<file path="src/rtl/itl_pkg.sv">
package itl_pkg;

    localparam int RF_CH  = 8;
    localparam int ARC_CH = 14;
    localparam int CMP_CH = 2;
    localparam int SW_CH  = 2;
    localparam int LVL_W  = 12;
    localparam int TLIM_W = 10;
    localparam int DATA_W = 16;
    localparam int ADDR_W = 5;

    localparam int NSRC  = 1 + RF_CH + ARC_CH + CMP_CH + SW_CH;
    localparam int SRC_W = $clog2(NSRC);

    // source code bases (priority: lower code wins)
    localparam int S_VAC = 0;
    localparam int S_RF  = 1;
    localparam int S_ARC = S_RF + RF_CH;
    localparam int S_CMP = S_ARC + ARC_CH;
    localparam int S_SW  = S_CMP + CMP_CH;

    // write-port address map
    localparam int A_THR    = 0;
    localparam int A_TLIM   = RF_CH;
    localparam int A_RF_EN  = 2 * RF_CH;
    localparam int A_ARC_EN = A_RF_EN + 1;
    localparam int A_AUX_EN = A_RF_EN + 2;

    typedef struct packed {
        logic [RF_CH-1:0]  rf_en;
        logic [ARC_CH-1:0] arc_en;
        logic [CMP_CH-1:0] cmp_en;
        logic [SW_CH-1:0]  sw_en;
    } mask_t;

    // lowest set index of a fault vector
    function automatic logic [SRC_W-1:0] lowest_set(input logic [NSRC-1:0] v);
        logic [SRC_W-1:0] r;
        r = '0;
        for (int i = NSRC - 1; i >= 0; i--) begin
            if (v[i]) r = SRC_W'(i);
        end
        return r;
    endfunction

endpackage

</file>
<file path="src/rtl/itl_cfg_regs.sv">
module itl_cfg_regs
    import itl_pkg::*;
(
    input  logic                    clk,
    input  logic                    rst,
    input  logic                    we,
    input  logic [ADDR_W-1:0]       addr,
    input  logic [DATA_W-1:0]       wdata,
    output logic [RF_CH*LVL_W-1:0]  thr_flat,
    output logic [RF_CH*TLIM_W-1:0] tlim_flat,
    output mask_t                   mask
);

    logic [LVL_W-1:0]  thr_q  [RF_CH];
    logic [TLIM_W-1:0] tlim_q [RF_CH];
    mask_t             mask_q;

    always_ff @(posedge clk) begin
        if (rst) begin
            for (int i = 0; i < RF_CH; i++) begin
                thr_q[i]  <= '1;
                tlim_q[i] <= '0;
            end
            mask_q <= '0;
        end else if (we) begin
            for (int i = 0; i < RF_CH; i++) begin
                if (int'(addr) == A_THR + i)  thr_q[i]  <= wdata[LVL_W-1:0];
                if (int'(addr) == A_TLIM + i) tlim_q[i] <= wdata[TLIM_W-1:0];
            end
            if (int'(addr) == A_RF_EN)  mask_q.rf_en  <= wdata[RF_CH-1:0];
            if (int'(addr) == A_ARC_EN) mask_q.arc_en <= wdata[ARC_CH-1:0];
            if (int'(addr) == A_AUX_EN) begin
                mask_q.cmp_en <= wdata[CMP_CH-1:0];
                mask_q.sw_en  <= wdata[CMP_CH+SW_CH-1:CMP_CH];
            end
        end
    end

    for (genvar g = 0; g < RF_CH; g++) begin : g_flat
        assign thr_flat[g*LVL_W +: LVL_W]    = thr_q[g];
        assign tlim_flat[g*TLIM_W +: TLIM_W] = tlim_q[g];
    end
    assign mask = mask_q;

endmodule

</file>
<file path="src/rtl/itl_rf_timer.sv">
module itl_rf_timer
    import itl_pkg::*;
(
    input  logic              clk,
    input  logic              rst,
    input  logic              gate,
    input  logic [LVL_W-1:0]  level,
    input  logic [LVL_W-1:0]  thr,
    input  logic [TLIM_W-1:0] tlim,
    output logic              fault
);

    logic              run;
    logic [TLIM_W-1:0] cnt_q;

    assign run = gate && (level > thr);

    // cnt_q = number of consecutive counted cycles before this one (saturating)
    always_ff @(posedge clk) begin
        if (rst || !run) cnt_q <= '0;
        else if (cnt_q != '1) cnt_q <= cnt_q + 1'b1;
    end

    assign fault = run && (cnt_q >= tlim);

    // no channel fault outside the RF gate
    a_r4_gate_only: assert property (@(posedge clk) disable iff (rst)
        !gate |-> !fault);

    // a nonzero count implies the previous cycle was counted
    a_r3_count_restart: assert property (@(posedge clk) disable iff (rst)
        (cnt_q != '0) |-> $past(gate && (level > thr)));

    // a fault with a nonzero limit needs an earlier counted cycle
    a_r2_not_early: assert property (@(posedge clk) disable iff (rst)
        (fault && tlim != '0) |-> (cnt_q != '0));

endmodule

</file>
<file path="src/rtl/itl_trip_latch.sv">
module itl_trip_latch
    import itl_pkg::*;
(
    input  logic             clk,
    input  logic             rst,
    input  logic             clr,
    input  logic [NSRC-1:0]  src,
    output logic             trip_a,
    output logic             trip_b,
    output logic [SRC_W-1:0] first
);

    logic             any_src;
    logic             trip_a_q, trip_b_q;
    logic [SRC_W-1:0] first_q;

    assign any_src = |src;

    always_ff @(posedge clk) begin
        if (rst) begin
            trip_a_q <= 1'b0;
            first_q  <= '0;
        end else if (!trip_a_q) begin
            if (any_src) begin
                trip_a_q <= 1'b1;
                first_q  <= lowest_set(src);
            end
        end else if (clr && !any_src) begin
            trip_a_q <= 1'b0;
        end
    end

    // independent second line, own flop and own set/clear decision
    always_ff @(posedge clk) begin
        if (rst) trip_b_q <= 1'b0;
        else if (!trip_b_q) trip_b_q <= any_src;
        else if (clr && !any_src) trip_b_q <= 1'b0;
    end

    assign trip_a = trip_a_q;
    assign trip_b = trip_b_q;
    assign first  = first_q;

    // redundant lines agree
    a_r10_lines_agree: assert property (@(posedge clk) disable iff (rst)
        trip_a_q == trip_b_q);

    // latched until a clear request
    a_r7_latched: assert property (@(posedge clk) disable iff (rst)
        (trip_a_q && !clr) |=> trip_a_q);

    // clear refused while a source is active
    a_r8_clear_blocked: assert property (@(posedge clk) disable iff (rst)
        (trip_a_q && any_src) |=> trip_a_q);

    // first-fault code is frozen while tripped
    a_r9_first_frozen: assert property (@(posedge clk) disable iff (rst)
        trip_a_q |=> $stable(first_q));

endmodule

</file>
<file path="src/rtl/rf_trip_interlock.sv">
module rf_trip_interlock
    import itl_pkg::*;
(
    input  logic                   clk,
    input  logic                   rst,
    input  logic                   cfg_we,
    input  logic [ADDR_W-1:0]      cfg_addr,
    input  logic [DATA_W-1:0]      cfg_wdata,
    input  logic                   rf_gate,
    input  logic [RF_CH*LVL_W-1:0] rf_level,
    input  logic [ARC_CH-1:0]      arc_in,
    input  logic [CMP_CH-1:0]      cmp_in,
    input  logic [SW_CH-1:0]       sw_in,
    input  logic                   vac_ok,
    input  logic                   trip_clr,
    output logic                   trip_a,
    output logic                   trip_b,
    output logic [SRC_W-1:0]       first_src
);

    logic [RF_CH*LVL_W-1:0]  thr_flat;
    logic [RF_CH*TLIM_W-1:0] tlim_flat;
    mask_t                   mask;
    logic [RF_CH-1:0]        ch_fault;
    logic [NSRC-1:0]         src;

    itl_cfg_regs u_cfg (
        .clk       (clk),
        .rst       (rst),
        .we        (cfg_we),
        .addr      (cfg_addr),
        .wdata     (cfg_wdata),
        .thr_flat  (thr_flat),
        .tlim_flat (tlim_flat),
        .mask      (mask)
    );

    for (genvar c = 0; c < RF_CH; c++) begin : g_ch
        itl_rf_timer u_tmr (
            .clk   (clk),
            .rst   (rst),
            .gate  (rf_gate),
            .level (rf_level[c*LVL_W +: LVL_W]),
            .thr   (thr_flat[c*LVL_W +: LVL_W]),
            .tlim  (tlim_flat[c*TLIM_W +: TLIM_W]),
            .fault (ch_fault[c])
        );
    end

    assign src[S_VAC]               = !vac_ok;
    assign src[S_RF  +: RF_CH]      = ch_fault & mask.rf_en;
    assign src[S_ARC +: ARC_CH]     = arc_in   & mask.arc_en;
    assign src[S_CMP +: CMP_CH]     = cmp_in   & mask.cmp_en;
    assign src[S_SW  +: SW_CH]      = sw_in    & mask.sw_en;

    itl_trip_latch u_latch (
        .clk    (clk),
        .rst    (rst),
        .clr    (trip_clr),
        .src    (src),
        .trip_a (trip_a),
        .trip_b (trip_b),
        .first  (first_src)
    );

    // vacuum loss always trips, masks notwithstanding
    a_r6_vacuum_trips: assert property (@(posedge clk) disable iff (rst)
        !vac_ok |=> (trip_a && trip_b));

    // a masked-off arc input alone cannot start a trip
    a_r5_masked_arc: assert property (@(posedge clk) disable iff (rst)
        (!trip_a && vac_ok && (mask.arc_en == '0) && (mask.rf_en == '0)
         && (mask.cmp_en == '0) && (mask.sw_en == '0)) |=> !trip_a);

endmodule

</file>
<file path="config.mk">
export PLATFORM = sky130hd
export DESIGN_NAME = rf_trip_interlock
export DESIGN_NICKNAME = d
export VERILOG_FILES = /design/src/rtl/itl_pkg.sv /design/src/rtl/itl_cfg_regs.sv /design/src/rtl/itl_rf_timer.sv /design/src/rtl/itl_trip_latch.sv /design/src/rtl/rf_trip_interlock.sv
export SDC_FILE = /design/constraint.sdc
export NUM_CORES = 1
export LEC_CHECK = 0
export CELL_PAD_IN_SITES_DETAIL_PLACEMENT = 1
export CELL_PAD_IN_SITES_GLOBAL_PLACEMENT = 2
export CORE_ASPECT_RATIO = 0.6
export CORE_UTILIZATION = 42
export CTS_BUF_LIST = sky130_fd_sc_hd__clkbuf_4
export CTS_CLUSTER_SIZE = 25
export DETAILED_ROUTE_END_ITERATION = 10
export DONT_BUFFER_PORTS = 1
export GPL_ROUTABILITY_DRIVEN = 0
export PLACE_DENSITY_LB_ADDON = 0.1
export SLEW_MARGIN = 20
export SYNTH_ARGS = -nofsm -noshare
export SYNTH_HDL_FRONTEND = slang
export SYNTH_SLANG_ARGS = --single-unit
export TNS_END_PERCENT = 5
</file>
<file path="constraint.sdc">
create_clock -name clk -period 3.4 [get_ports clk]
set_input_delay 0.51 -clock clk [delete_from_list [all_inputs] [get_ports clk]]
set_output_delay 0.51 -clock clk [all_outputs]
set_load 0.05 [all_outputs]
</file>
==> key figures, run 1 <==
Floorplan
  – Die width: 251 um
  – I/O pins: 148
  – Die height: 151 um
  – FP Rows: 54
  – Core region area: 36500 sq um
  – Starting Density: 42.8%
  – DIE AREA: 37900 sq um

Global routing
  – Gr ovfl total: 0
  – GRT Total Usage: 25.1%
  – Largest net degree at the start of global routing: 32
  – Via count of the first global-routing pass: 12353
  – Initial antenna violation count: 1
  – First-pass GRT wire length: 71.5 mm

Setup path
  – Slowest stage delay, CP: 0.47 ns
  – Crit-path cells: inv_1, ha_1, nand4_1, or2_1, a21oi_1, a2111oi_2, buf_4, nor4_2, buf_4, nor4b_4, and3_1, or4_1, a21oi_1
  – Crit end category: flop
  – Critical-path top delay cell: or4_1
  – R2R depth: 13
  – Reg-to-Reg Start: u_cfg.thr_q[0][47]$_SDFFCE_PN1P_
  – WP data arrival: 3.79 ns
  – Worst Path Required: 4.06 ns
  – Max Fanout on Critical Path: 4
  – Startpoint types: flop
  – Internal reg-to-reg setup slack: 0.27 ns
  – R2R Path End: u_latch.first[3]$_SDFFE_PP0P_
  – Critical setup path kind: flop to flop

Detailed routing
  – ANT nets after route: 0
  – WL/cell: 20.7 um
  – Remaining DRCs: 0
  – Initial drt markers: 551
  – Vias: 11968
  – DRT Pass-1 Iters: 4
  – Via density: 5.36
  – Final wirelength: 46.2 mm

STA
  – Slew Viols, Final: 0
  – Fin crit period: 3.13 ns
  – Worst-Margin Slew: 1.17 ns
  – Max transition margin: 21.7%
  – Setup TNS: 0 ns
  – Setup Skew: 0.0336 ns
  – Final-report hold violation count: 0
  – Final Cycle Share: 92.0%
  – Setup WS post-layout: 0.271 ns
  – RSZ-0062 raised after global routing: false
  – Final setup vio count: 0
  – Max Clk Rate: 0.320 GHz

Placed design
  – Port Buf Inserts: 0
  – Worst slack, placed: -0.0478 ns
  – DP HPWL: 34.7 mm

Yosys
  – Compound-Gate Fraction of Synth Area: 9.17%
  – Async SR Flop Fraction: 0%
  – Syn Nets: 1924
  – Ranking of synthesized cells by area: edfxtp_1, ha_1, dfxtp_1
  – Cell count after synthesis: 1599
  – Distinct cells, synth: 61
  – Share of the synthesized area in the top cell type: 33.9%
  – Post-synthesis sequential area ratio: 48.4%
  – Post-synthesis mux area share: 1.99%
  – Number of synthesized flops with an enable pin: 176
  – XOR/XNOR Fraction of Synth Area: 2.25%
  – Synth Area per Inst: 9.76 sq um
  – Post-Syn Area: 15600 sq um
  – Biggest area consumer among synthesized cells: edfxtp_1
  – Adder-cell share of the synthesized area: 14.8%
  – Simple-Gate Fraction of Synth Area: 17.7%
  – Synth warnings: 0
  – Main combinational cell family by area after synthesis: simple AND/OR/NAND/NOR gates
  – Main synth FF type: edfxtp_1
  – Synth Register Bits: 289

Min path
  – Sink of the worst hold path: u_cfg.thr_q[0][7]$_SDFFCE_PN1P_
  – Hold depth: 2
  – Critical hold path startpoint: cfg_wdata[7]
  – Hold crit path type: primary input to flop

Clock tree
  – Cts bufs inserted: 75
  – Htree depth: 3
  – Clock transition at path regs: 0.08 ns
  – Clock root buffer: clkbuf_4
  – Clock latency on the worst-skew pair: 0.75 ns
  – Clk sinks: 289
  – CTS tree: done
  – CTS max path bufs: 3

Power
  – PwrDens: 447 nW/um^2
  – Max rail drop VDD: 243 uV
  – P_leak: 7.76 nW

Cells and area
  – Fin util: 48.2%
  – Most frequent cells in the layout: inv_1, nor2_1, ha_1
  – Area Overhead vs Synth: 12.7%
  – Final nets: 2019
  – Share of cells above drive strength 1: 9.97%
  – Commonest non-fill, non-tap cell in the layout: inv_1

Run
  – Max Cap Viol: 0

Outcome
  – Status: completed
## worst max-delay path, delay by kind of cell (launching register included)
| kind | cells | cell delay, ns |
|---|---|---|
| adder cells (fa/ha/maj) | 1 | 0.32 |
| flip-flops | 1 | 0.32 |
| buffers and inverters | 3 | 0.42 |
| AND/OR/NAND/NOR | 6 | 1.55 |
| AO/OA/AOI/OAI | 3 | 0.44 |
## routing by layer
metal,GRT usage [%],up-vias,wire [um]
met5,0,-,0
met4,7.02,0,762
met3,5.72,56,2240
met2,39.8,198,20800
met1,34.4,5885,22300
li1,-,5829,-
## worst max path at each step
stage | start | end | depth (start not counted)
6_report | u_cfg.thr_q[0][47]$_SDFFCE_PN1P_ | u_latch.first[3]$_SDFFE_PP0P_ | 13
5_1_grt | u_cfg.thr_q[0][47]$_SDFFCE_PN1P_ | u_latch.first[3]$_SDFFE_PP0P_ | 13
4_1_cts | u_cfg.thr_q[0][37]$_SDFFCE_PN1P_ | u_latch.first[4]$_SDFFE_PP0P_ | 13
3_5_place_dp | rf_level[37] | u_latch.first[4]$_SDFFE_PP0P_ | 12
3_3_place_gp | rf_level[37] | u_latch.first[3]$_SDFFE_PP0P_ | 12
2_1_floorplan | rf_level[94] | u_latch.first[3]$_SDFFE_PP0P_ | 11
## what timing repair did
item | in CTS | in global routing
setup buffers | 0 | 0
hold endpoints to repair | 31 | 0
setup endpoints to repair | 0 | 5
resized for setup | 0 | 7
hold buffers | 23 | 0
## cells by family after synthesis
| group | count (synthesis) |
|---|---|
| simple gates | 599 |
| buf+inv | 238 |
| mux | 31 |
| xor+xnor | 40 |
| flops | 289 |
| fa+ha+maj | 184 |
| compound gates | 218 |
## layout make-up
type                       instances  area (sq um)
timing repair buffer              50           443
inverter                         206           773
antenna                            1          2.50
sequential                       289          7550
tap                              476           596
clock buffer                     117           878
multi-input combinational       1072          7210
fill                            4133         18900
clock inverter                    22           136
## cell usage after synthesis, types with 8 or more instances
library cell	instances
nor2_1	202
nor3_1	22
and2_1	10
xnor2_1	16
nor2b_1	17
and3_1	25
nand2b_1	15
o211ai_1	16
o21ai_0	44
nand2_1	170
or3_1	8
a2111oi_0	9
nand3_1	58
mux2i_1	31
nand4_1	37
edfxtp_1	176
clkbuf_1	28
inv_1	205
dfxtp_1	113
a21oi_1	70
xor2_1	24
a211oi_1	15
a21o_1	15
ha_1	184
## flip-flops by register name, summed over array words and instances, names as in the netlist
register          cells
u_cfg.mask           26
u_cfg.thr_q          96
u_cfg.tlim_q         80
g_ch.u_tmr.cnt_q     80
u_latch.first         5
u_latch.trip_a        1
u_latch.trip_b        1
## power breakdown
| group | leakage [nW] | switching, mW | total (mW) | internal (mW) |
|---|---|---|---|---|
| Clock | 0.608 | 1.53 | 3.25 | 1.72 |
| Combinational | 4.51 | 0.439 | 0.691 | 0.252 |
| Sequential | 2.64 | 0.0623 | 3.92 | 3.86 |
## metrics by stage
stage                     cell area, sq um  power [mW]  hold slack, ns  instances
after CTS                            17500        7.98          0.0462       2232
final                                17600        7.86          0.0897       2233
after global routing                 17600        8.25          0.0453       2233
after floorplan                      15600        4.42           0.449       1599
after global placement               16300        4.61           0.456       2070
after detailed placement             16300        4.66           0.468       2070
(Power assumes the default switching activity.)
==> run 2, diff against run 1 <==
--- a/config.mk
+++ b/config.mk
@@ -14,6 +14,7 @@
 export DETAILED_ROUTE_END_ITERATION = 10
 export DONT_BUFFER_PORTS = 1
 export GPL_ROUTABILITY_DRIVEN = 0
+export MAX_ROUTING_LAYER = met4
 export PLACE_DENSITY_LB_ADDON = 0.1
 export SLEW_MARGIN = 20
 export SYNTH_ARGS = -nofsm -noshare
==> run 2 against run 1 <==
Against the previous run:
- count of clock-buffer cells in the layout did not move
- sequential share of layout area did not move
- die area is the same
- worst hold slack got worse by 0.0095 ns
- critical path type unchanged
- critical endpoint unchanged
==> key figures, run 2 (synthesis gave the netlist of run 1 again) <==
Global routing
  – Gr ovfl total: 0
  – Via count of the first global-routing pass: 12340
  – Initial antenna violation count: 1
  – First-pass GRT wire length: 71.5 mm
  – GRT Total Usage: 25.9%
  – Largest net degree at the start of global routing: 32

STA
  – Final setup vio count: 0
  – Setup Skew: 0.0350 ns
  – Max Clk Rate: 0.320 GHz
  – Fin crit period: 3.13 ns
  – Final-report hold violation count: 0
  – Max transition margin: 21.7%
  – Worst-Margin Slew: 1.17 ns
  – RSZ-0062 raised after global routing: false
  – Final Cycle Share: 92.0%
  – Slew Viols, Final: 0

Setup path
  – R2R depth: 13
  – Reg-to-Reg Start: u_cfg.thr_q[0][47]$_SDFFCE_PN1P_
  – Startpoint types: flop
  – Worst Path Required: 4.06 ns
  – Internal reg-to-reg setup slack: 0.27 ns
  – Crit end category: flop
  – R2R Path End: u_latch.first[3]$_SDFFE_PP0P_
  – Max Fanout on Critical Path: 4
  – WP data arrival: 3.79 ns
  – Critical setup path kind: flop to flop

Clock tree
  – Clock transition at path regs: 0.08 ns
  – Cts bufs inserted: 75
  – CTS tree: done
  – CTS max path bufs: 3
  – Clock root buffer: clkbuf_4
  – Clk sinks: 289
  – Htree depth: 3
  – # Post-CTS Setup Buffers: 0
  – Clock latency on the worst-skew pair: 0.76 ns

Detailed routing
  – DRT Pass-1 Iters: 5
  – Final wirelength: 46.2 mm
  – Remaining DRCs: 0
  – WL/cell: 20.7 um
  – ANT nets after route: 0
  – Initial drt markers: 555
  – Via density: 5.36
  – Vias: 11959

Cells and area
  – Most frequent cells in the layout: inv_1, nor2_1, ha_1
  – Final non-filler cell total: 2233
  – Regs by FF count: u_cfg.thr_q x96, g_ch.u_tmr.cnt_q x80, u_cfg.tlim_q x80
  – Largest Register: u_cfg.thr_q
  – Share of cells above drive strength 1: 9.97%
  – Commonest non-fill, non-tap cell in the layout: inv_1
  – Area Overhead vs Synth: 12.7%
  – Max reg flops: 96
  – Final nets: 2019
  – Fin util: 48.2%

Power
  – P_int: 5.83 mW
  – Clk pwr share: 41.4%
  – PwrDens: 448 nW/um^2
  – Total power draw: 7.87 mW
  – Gate power share: 8.8%
  – Switching Share: 25.9%
  – Switching power: 2.04 mW
  – Sequential Power Share: 49.8%
  – P_leak: 7.76 nW
  – Max rail drop VDD: 244 uV

Floorplan
  – Starting Density: 42.8%
  – Core region area: 36500 sq um
  – FP Rows: 54
  – DIE AREA: 37900 sq um
  – Die width: 251 um
  – I/O pins: 148
  – Die height: 151 um

Placed design
  – Placed Cells: 2070
  – DP HPWL: 34.7 mm
  – Port Buf Inserts: 0

Run
  – Max Cap Viol: 0

Min path
  – Hold crit path type: primary input to flop
  – Hold depth: 2
  – Critical hold path startpoint: cfg_wdata[7]
  – Sink of the worst hold path: u_cfg.thr_q[0][7]$_SDFFCE_PN1P_

Outcome
  – Status: completed
==> run 2: cell counts in the layout (fill, tap and decap cells not counted) <==
Identical to the previous run, type by type.
==> run 2: what timing repair did <==
action	4_1_cts	5_1_grt
hold buffers	23	0
endpoints found under the hold margin	31	0
endpoints found under the setup margin	0	5
gates resized for setup	0	7
==> run 2: worst max-delay path by stage <==
| stage | from | end | slack (ns) | depth (start not counted) |
|---|---|---|---|---|
| 6_report | u_cfg.thr_q[0][47]$_SDFFCE_PN1P_ | u_latch.first[3]$_SDFFE_PP0P_ | 0.27 | 13 |
| 3_5_place_dp | rf_level[37] | u_latch.first[4]$_SDFFE_PP0P_ | -0.05 | 12 |
| 2_1_floorplan | rf_level[94] | u_latch.first[3]$_SDFFE_PP0P_ | 0.48 | 11 |
| 5_1_grt | u_cfg.thr_q[0][47]$_SDFFCE_PN1P_ | u_latch.first[3]$_SDFFE_PP0P_ | 0.008 | 13 |
| 3_3_place_gp | rf_level[37] | u_latch.first[3]$_SDFFE_PP0P_ | -0.008 | 12 |
| 4_1_cts | u_cfg.thr_q[0][37]$_SDFFCE_PN1P_ | u_latch.first[4]$_SDFFE_PP0P_ | 0.06 | 13 |
==> run 2: worst max-delay path, cell delays in order (launching register included) <==
cell       delay [ns]
edfxtp_1         0.32
inv_1            0.05
ha_1             0.32
nand4_1          0.13
or2_1            0.28
a21oi_1          0.21
a2111oi_2        0.09
buf_4            0.15
nor4_2           0.40
buf_4            0.22
nor4b_4          0.05
and3_1           0.21
or4_1            0.47
a21oi_1          0.14
==> run 2: power by group through the flow <==
stage          logic (mW)  clock network [mW]  registers, mW
3_5_place_dp        0.657                   0           4.00
6_report            0.690                3.26           3.92
2_1_floorplan       0.439                   0           3.98
5_1_grt             0.787                3.53           3.93
4_1_cts             0.694                3.36           3.92
3_3_place_gp        0.614                   0           4.00
==> run 2: through the flow <==
step                      instance area, sq um  setup TNS, ns  hold slack [ns]  setup WS, ns
final                                    17600              0           0.0801         0.271
after global routing                     17600              0           0.0453       0.00816
after CTS                                17500              0           0.0462        0.0618
after detailed placement                 16300        -0.0593            0.468       -0.0478
after global placement                   16300       -0.00800            0.456      -0.00800
after floorplan                          15600              0            0.449         0.483
==> run 2: layer usage <==
metal	global-route usage [%]	vias up	wire length, um	share of wire [%]
met4	6.90	0	731	1.6
met5	-	-	0	0
met3	5.72	55	2100	4.5
li1	-	5827	-	-
met2	39.9	196	20800	45
met1	34.4	5881	22600	49
==> run 2: area by class of cell <==
type | instances | area, sq um
diodes | 1 | 2.50
clock buffers | 117 | 878
clock inverters | 22 | 136
fillers | 4133 | 18900
inverters | 206 | 773
multi-input cells | 1072 | 7210
flip-flops and latches | 289 | 7550
well taps | 476 | 596
repair buffers | 50 | 443
